==> src/rtl/spi_sec_pkg.sv <==
// Shared constants and window encoding for the secure-filtered interrupt
// state bank. Assumes 32-bit register words.
package spi_sec_pkg;
    localparam int unsigned WORD_BITS = 32;

    // Window selector taken from the upper address bits.
    typedef enum logic [2:0] {
        WIN_EN_SET = 3'd0,
        WIN_EN_CLR = 3'd1,
        WIN_PD_SET = 3'd2,
        WIN_PD_CLR = 3'd3,
        WIN_AC_SET = 3'd4,
        WIN_AC_CLR = 3'd5,
        WIN_RSV_6  = 3'd6,
        WIN_RSV_7  = 3'd7
    } win_e;
endpackage

==> src/rtl/spi_perm_mask.sv <==
// Builds three per-interrupt permission masks: group only, group or
// level >= 1, and group or level >= 2. Every mask is all ones unless the
// access is non-secure and the bank runs with two security states.
// Purely combinational.
module spi_perm_mask #(
    parameter int unsigned N_SPI = 64
) (
    input  logic                 secure_i,
    input  logic                 single_sec_i,
    input  logic [N_SPI-1:0]     group_i,
    input  logic [2*N_SPI-1:0]   acc_i,
    output logic [N_SPI-1:0]     m_grp_o,
    output logic [N_SPI-1:0]     m_ge1_o,
    output logic [N_SPI-1:0]     m_ge2_o
);
    logic filt;

    // Filtering is active only for non-secure accesses with two states.
    assign filt = !secure_i && !single_sec_i;

    for (genvar i = 0; i < N_SPI; i++) begin : g_bit
        // Each bit: open when unfiltered, else by group bit or level threshold.
        assign m_grp_o[i] = !filt || group_i[i];
        assign m_ge1_o[i] = !filt || group_i[i] || acc_i[2*i] || acc_i[2*i+1];
        assign m_ge2_o[i] = !filt || group_i[i] || acc_i[2*i+1];
    end
endmodule

==> src/rtl/spi_line_sampler.sv <==
// Registers the interrupt input lines once per clock and flags a rising
// transition on lines configured as edge-triggered. Assumes the lines are
// already synchronous to clk.
module spi_line_sampler #(
    parameter int unsigned N_SPI = 64
) (
    input  logic             clk,
    input  logic             rst_n,
    input  logic [N_SPI-1:0] line_i,
    input  logic [N_SPI-1:0] edge_cfg_i,
    output logic [N_SPI-1:0] level_o,
    output logic [N_SPI-1:0] rise_o
);
    logic [N_SPI-1:0] lvl_q;

    // Keep the previous sampled level of every line.
    always_ff @(posedge clk) begin
        if (!rst_n) lvl_q <= '0;
        else        lvl_q <= line_i;
    end

    assign level_o = lvl_q;
    assign rise_o  = line_i & ~lvl_q & edge_cfg_i;
endmodule

==> src/rtl/spi_state_bank.sv <==
// One vector of per-interrupt state bits with bitwise clear and set inputs.
// Set wins over clear, so a hardware set is never lost to a concurrent clear.
module spi_state_bank #(
    parameter int unsigned N_SPI = 64
) (
    input  logic             clk,
    input  logic             rst_n,
    input  logic [N_SPI-1:0] set_i,
    input  logic [N_SPI-1:0] clr_i,
    input  logic [N_SPI-1:0] hw_set_i,
    output logic [N_SPI-1:0] state_o
);
    logic [N_SPI-1:0] state_q;

    // Apply clears first, then software and hardware sets.
    always_ff @(posedge clk) begin
        if (!rst_n) state_q <= '0;
        else        state_q <= (state_q & ~clr_i) | set_i | hw_set_i;
    end

    assign state_o = state_q;
endmodule

==> src/rtl/spi_secure_bitmap_regs.sv <==
// Top of the security-filtered shared interrupt state bank. Decodes the
// window and word from the byte address and filters write data and read
// data through the permission mask for that window. Drives three state
// banks and registers the read result. Assumes N_SPI is a multiple of 32,
// that IDs start at 32, and that ADDR_W leaves 5 word-index bits.
module spi_secure_bitmap_regs
    import spi_sec_pkg::*;
#(
    parameter int unsigned N_SPI  = 64,
    parameter int unsigned ADDR_W = 10
) (
    input  logic                 clk,
    input  logic                 rst_n,
    input  logic                 wr_en_i,
    input  logic                 rd_en_i,
    input  logic [ADDR_W-1:0]    addr_i,
    input  logic [WORD_BITS-1:0] wdata_i,
    input  logic                 secure_i,
    input  logic                 single_sec_i,
    input  logic [N_SPI-1:0]     group_i,
    input  logic [2*N_SPI-1:0]   acc_i,
    input  logic [N_SPI-1:0]     edge_cfg_i,
    input  logic [N_SPI-1:0]     irq_i,
    output logic [WORD_BITS-1:0] rdata_o,
    output logic [N_SPI-1:0]     enable_o,
    output logic [N_SPI-1:0]     pending_o,
    output logic [N_SPI-1:0]     active_o
);
    localparam int unsigned N_WORDS = N_SPI / WORD_BITS;
    localparam int unsigned WIN_LSB = ADDR_W - 3;
    localparam int unsigned IDX_W   = WIN_LSB - 2;

    win_e                 win;
    logic [IDX_W-1:0]     widx;
    logic                 aligned;
    logic [N_WORDS-1:0]   word_hit;
    logic [N_SPI-1:0]     m_grp, m_ge1, m_ge2;
    logic [N_SPI-1:0]     line_lvl, line_rise;
    logic [N_SPI-1:0]     en_set, en_clr, pd_set, pd_clr, ac_set, ac_clr;
    logic [N_SPI-1:0]     pend_view;
    logic [WORD_BITS-1:0] rd_val;
    logic [WORD_BITS-1:0] rdata_q;

    assign win     = win_e'(addr_i[ADDR_W-1:WIN_LSB]);
    assign widx    = addr_i[WIN_LSB-1:2];
    assign aligned = (addr_i[1:0] == 2'b00);

    spi_perm_mask #(.N_SPI(N_SPI)) u_mask (
        .secure_i     (secure_i),
        .single_sec_i (single_sec_i),
        .group_i      (group_i),
        .acc_i        (acc_i),
        .m_grp_o      (m_grp),
        .m_ge1_o      (m_ge1),
        .m_ge2_o      (m_ge2)
    );

    spi_line_sampler #(.N_SPI(N_SPI)) u_lines (
        .clk        (clk),
        .rst_n      (rst_n),
        .line_i     (irq_i),
        .edge_cfg_i (edge_cfg_i),
        .level_o    (line_lvl),
        .rise_o     (line_rise)
    );

    // Per implemented word: decode the hit and steer masked write data.
    for (genvar k = 0; k < N_WORDS; k++) begin : g_word
        localparam int unsigned LO = k * WORD_BITS;
        logic [WORD_BITS-1:0] wd;

        assign word_hit[k] = aligned && (widx == IDX_W'(k + 1));
        assign wd = (wr_en_i && word_hit[k]) ? wdata_i : '0;

        assign en_set[LO +: WORD_BITS] = (win == WIN_EN_SET) ? (wd & m_grp[LO +: WORD_BITS]) : '0;
        assign en_clr[LO +: WORD_BITS] = (win == WIN_EN_CLR) ? (wd & m_grp[LO +: WORD_BITS]) : '0;
        assign pd_set[LO +: WORD_BITS] = (win == WIN_PD_SET) ? (wd & m_ge1[LO +: WORD_BITS]) : '0;
        assign pd_clr[LO +: WORD_BITS] = (win == WIN_PD_CLR) ? (wd & m_ge2[LO +: WORD_BITS]) : '0;
        assign ac_set[LO +: WORD_BITS] = (win == WIN_AC_SET) ? (wd & m_grp[LO +: WORD_BITS]) : '0;
        assign ac_clr[LO +: WORD_BITS] = (win == WIN_AC_CLR) ? (wd & m_grp[LO +: WORD_BITS]) : '0;
    end

    spi_state_bank #(.N_SPI(N_SPI)) u_enable (
        .clk      (clk),
        .rst_n    (rst_n),
        .set_i    (en_set),
        .clr_i    (en_clr),
        .hw_set_i ('0),
        .state_o  (enable_o)
    );

    spi_state_bank #(.N_SPI(N_SPI)) u_pending (
        .clk      (clk),
        .rst_n    (rst_n),
        .set_i    (pd_set),
        .clr_i    (pd_clr),
        .hw_set_i (line_rise),
        .state_o  (pending_o)
    );

    spi_state_bank #(.N_SPI(N_SPI)) u_active (
        .clk      (clk),
        .rst_n    (rst_n),
        .set_i    (ac_set),
        .clr_i    (ac_clr),
        .hw_set_i ('0),
        .state_o  (active_o)
    );

    // Pending as seen by reads: latch merged with level-triggered line level.
    assign pend_view = pending_o | (line_lvl & ~edge_cfg_i);

    // Select and mask the addressed word for a read.
    always_comb begin
        rd_val = '0;
        for (int k = 0; k < N_WORDS; k++) begin
            if (word_hit[k]) begin
                case (win)
                    WIN_EN_SET, WIN_EN_CLR:
                        rd_val = enable_o[k*WORD_BITS +: WORD_BITS] & m_grp[k*WORD_BITS +: WORD_BITS];
                    WIN_PD_SET:
                        rd_val = pend_view[k*WORD_BITS +: WORD_BITS] & m_ge1[k*WORD_BITS +: WORD_BITS];
                    WIN_PD_CLR:
                        rd_val = pend_view[k*WORD_BITS +: WORD_BITS] & m_ge2[k*WORD_BITS +: WORD_BITS];
                    WIN_AC_SET, WIN_AC_CLR:
                        rd_val = active_o[k*WORD_BITS +: WORD_BITS] & m_ge2[k*WORD_BITS +: WORD_BITS];
                    default:
                        rd_val = '0;
                endcase
            end
        end
    end

    // Register read data; zero when no read was requested.
    always_ff @(posedge clk) begin
        if (!rst_n)       rdata_q <= '0;
        else if (rd_en_i) rdata_q <= rd_val;
        else              rdata_q <= '0;
    end

    assign rdata_o = rdata_q;
endmodule

==> config.mk <==
export PLATFORM = sky130hd
export DESIGN_NAME = spi_secure_bitmap_regs
export DESIGN_NICKNAME = d
export VERILOG_FILES = /design/src/rtl/spi_sec_pkg.sv /design/src/rtl/spi_perm_mask.sv /design/src/rtl/spi_line_sampler.sv /design/src/rtl/spi_state_bank.sv /design/src/rtl/spi_secure_bitmap_regs.sv
export SDC_FILE = /design/constraint.sdc
export NUM_CORES = 1
export LEC_CHECK = 0
export BUFFER_PORTS_ARGS = -buffer_cell sky130_fd_sc_hd__buf_2
export CORE_AREA = 2 2 233 235
export CTS_CLUSTER_SIZE = 20
export DETAILED_ROUTE_END_ITERATION = 8
export DIE_AREA = 0 0 235 237
export SLEW_MARGIN = 20
export SYNTH_ARGS = -nofsm -noshare
export SYNTH_HDL_FRONTEND = slang
export SYNTH_SLANG_ARGS = --single-unit
==> constraint.sdc <==
create_clock -name clk -period 2.26 [get_ports clk]
set_input_delay 0 -clock clk [delete_from_list [all_inputs] [get_ports clk]]
set_output_delay 0 -clock clk [all_outputs]
set_load 0.005 [all_outputs]
==> impl_metrics.ini <==
[status]
status = complete, but fails checks
violations = hold timing, setup timing

[global_routing]
use_met1_pct = 30.7
grt_antenna_before_repair = 6
grt_overflow = 0
grt_most_used_layer = met2
grt_use_met3_pct = 6.17
grt_max_degree = 139
track_usage_pct = 25.9
grt_pass1_wl_um = 114000
use_met2_pct = 43.5
grt_pass1_vias = 19893

[worst_setup_path]
cp.required_ns = 2.69
critPathArrivalTime_ns = 2.71
cp_slowest_stage_delay_ns = 0.60
cp_max_fo = 6
cpMaxStageDelayCell = or4b_4
crit_top_cell = dlygate4sd3_1
start_kind = input pin
crit_path_cell_trace = buf_2 -> or4b_4 -> nor3_4 -> buf_12 -> clkbuf_16 -> nand3_1 -> dlygate4sd3_1 -> a21oi_1 -> dlygate4sd3_1 -> nor2b_1
critPathBufInv = 5
worstSetupPathType = input pin to flop
cp-end-kind = flop
crit_family = buffers and inverters

[sta]
relSlewSlack_pct = 41.0
clock.fmax_mhz = 439
worst_slew_pin_slew_ns = 0.885
hold_ws_ns = -0.0857
hold_violations = 5
finalCritPeriodShare_pct = 101
fin_ws_ns = -0.0186
finalSetupTns_ns = -0.0284
fin_skew_ns = 0.0154
setup_viol = 2
slew_viol_final = 0
period_minus_slack_ns = 2.28

[cts]
clk_latency_ns = 0.55
clkTransAtPathRegs_ns = 0.06
cts_tree = built
clockBufferDepth = 3
root_buffer = clkbuf_16
numClockSinks = 288
htreeDepth = 2
numCtsBuffers = 37

[layout]
drive_gt1_share_pct = 27.0
final_util_pct = 45.1
postLayoutCellArea_sq_um = 24000
multi_input_area_sq_um = 8210
final_cell_mix = buf_2, dlygate4sd3_1, dfxtp_1
area_growth_pct = 64.6
layout_commonest_cell = buf_2
nets = 3158
n_fill_cell = 5134
seqCellArea_sq_um = 5770

[drt]
totalWireLength_um = 78600
viasPerCell = 5.68
detail-route-antenna-nets = 0
wire_per_inst_um = 22.4
first_iter_violations = 1854
drc = 0
first_pass_iters = 7
vias = 19997

[power_and_ir_drop]
ir_drop_mv = 0.518
powerDensity_nw_per_um2 = 546
power.leakage_uw = 0.00985

[floorplan]
start_util_pct = 27.4
io_pins = 592
die_w_um = 235
core_area_sq_um = 53300
dieArea_sq_um = 55700
rows = 85
die_h_um = 237

[logic_synthesis]
synth.avg_cell_area_sq_um = 7.96
syn-instance-count = 1835
netlist_area_sq_um = 14600
ys_types = 32
seq_area_frac_synth_pct = 39.5
syn-num-nets = 2203
synth_warnings = 0
ys_ff_latch = 288

[flow_run]
drv_cap = 0

[placed_design]
placed_cell_area_sq_um = 18500
hpwl_um = 49500
place_congestion = 0.904
io_buffers = 591

[min_path]
hold_path_class = input pin to flop
-- per-layer routing --
layer / wire (um) / part of all wire (%) / vias to the layer above
met4: 3890 / 4.9 / 6
met2: 36500 / 46 / 1332
met5: 33 / 0.042 / -
li1: - / - / 8916
met1: 30400 / 39 / 9430
met3: 7730 / 9.8 / 313
-- stage by stage --
step / cells / power (uW) / setup slack (ns) / hold WS (ns)
2_1_floorplan: 1835 / 6050 / 0.853 / 0.122
3_3_place_gp: 3022 / 6870 / 0.395 / 0.214
3_5_place_dp: 3022 / 6900 / 0.371 / 0.219
4_1_cts: 3512 / 13100 / 0.00530 / 0.000712
5_1_grt: 3518 / 13500 / -0.0683 / -0.0367
6_report: 3518 / 13100 / -0.0186 / -0.0857
-- worst paths after layout --
check / startpoint / to / cells after the start / slack [ns]
setup / recovery: addr_i[0] / u_pending.state_o[34] / 10 / -0.02
hold / removal: edge_cfg_i[32] / u_pending.state_o[32] / 5 / -0.09
setup reg to reg: u_lines.level_o[35] / u_pending.state_o[35] / 5 / 0.43
hold reg to reg: u_pending.state_o[45] / u_pending.state_o[45] / 2 / 0.53
-- worst register-to-register path, stage by stage (launching register included) --
cell           delay (ns)
dfxtp_1              0.33
o22ai_1              0.07
dlygate4sd3_1        0.57
a21oi_1              0.13
dlygate4sd3_1        0.58
nor2b_1              0.05
-- timing repair --
item	in CTS	in global routing
hold buffers	422	8
endpoints found under the hold margin	288	7
setup endpoints to repair	0	45
resized for setup	0	62
buffers inserted	0	14
-- synth_stat cells --
| cell type | number | area share, % |
|---|---|---|
| nand3_1 | 69 | 2.4 |
| nor2_2 | 1 | 0.043 |
| and2_1 | 65 | 2.8 |
| nand2_2 | 2 | 0.086 |
| dfxtp_1 | 288 | 39 |
| nor3_1 | 33 | 1.1 |
| or4b_4 | 2 | 0.19 |
| nor2_1 | 65 | 1.7 |
| nor3_4 | 2 | 0.22 |
| nor4b_2 | 3 | 0.31 |
| nor2b_1 | 64 | 2.7 |
| buf_6 | 6 | 0.46 |
| o311ai_0 | 63 | 3.8 |
| nor3b_1 | 1 | 0.051 |
| o22ai_1 | 63 | 2.7 |
| o21ai_0 | 191 | 6.5 |
| buf_2 | 18 | 0.62 |
| clkbuf_1 | 104 | 2.7 |
| nor4_1 | 1 | 0.043 |
| o31ai_1 | 128 | 6.6 |
| o311ai_1 | 2 | 0.12 |
| nand2b_1 | 1 | 0.043 |
| or3_1 | 1 | 0.043 |
| inv_1 | 64 | 1.6 |
| or2_2 | 1 | 0.043 |
| buf_1 | 15 | 0.39 |
| nand3b_1 | 2 | 0.10 |
| nand2_1 | 131 | 3.4 |
| o211ai_1 | 193 | 9.9 |
| or4b_1 | 1 | 0.069 |
| a21oi_1 | 192 | 6.6 |
| or4_1 | 63 | 3.2 |
-- power breakdown --
group          internal, uW  leakage, uW  total (uW)  switching, uW
clock                  3230     0.000562        5700           2470
combinational          1020      0.00694        2100           1080
sequential             5220      0.00235        5320            101
-- layout make-up --
class                   count  share of cell area (%)
inverters                  64                   0.999
clock inverters            12                   0.375
well taps                 696                    3.62
clock buffers              56                    4.36
repair buffers           1058                    32.5
diodes                      3                  0.0312
multi-input cells        1341                    34.1
flip-flops and latches    288                    24.0
-- sequential cells by signal, summed over array words and instances (netlist names) --
register and flops:
u_lines.level_o 64, u_enable.state_o 64, u_active.state_o 64, u_pending.state_o 64, rdata_o 32
-- logic make-up (layout without fill, tap and decap cells) --
group	count (synthesis)	count (layout)	synth area share (%)
AO/OA/AOI/OAI	832	832	36.2
AND/OR/NAND/NOR	508	509	18.5
flip-flops	288	288	39.5
buffers and inverters	207	1190	5.78
other	0	3	0
Power figures use the tool's default switching activity.
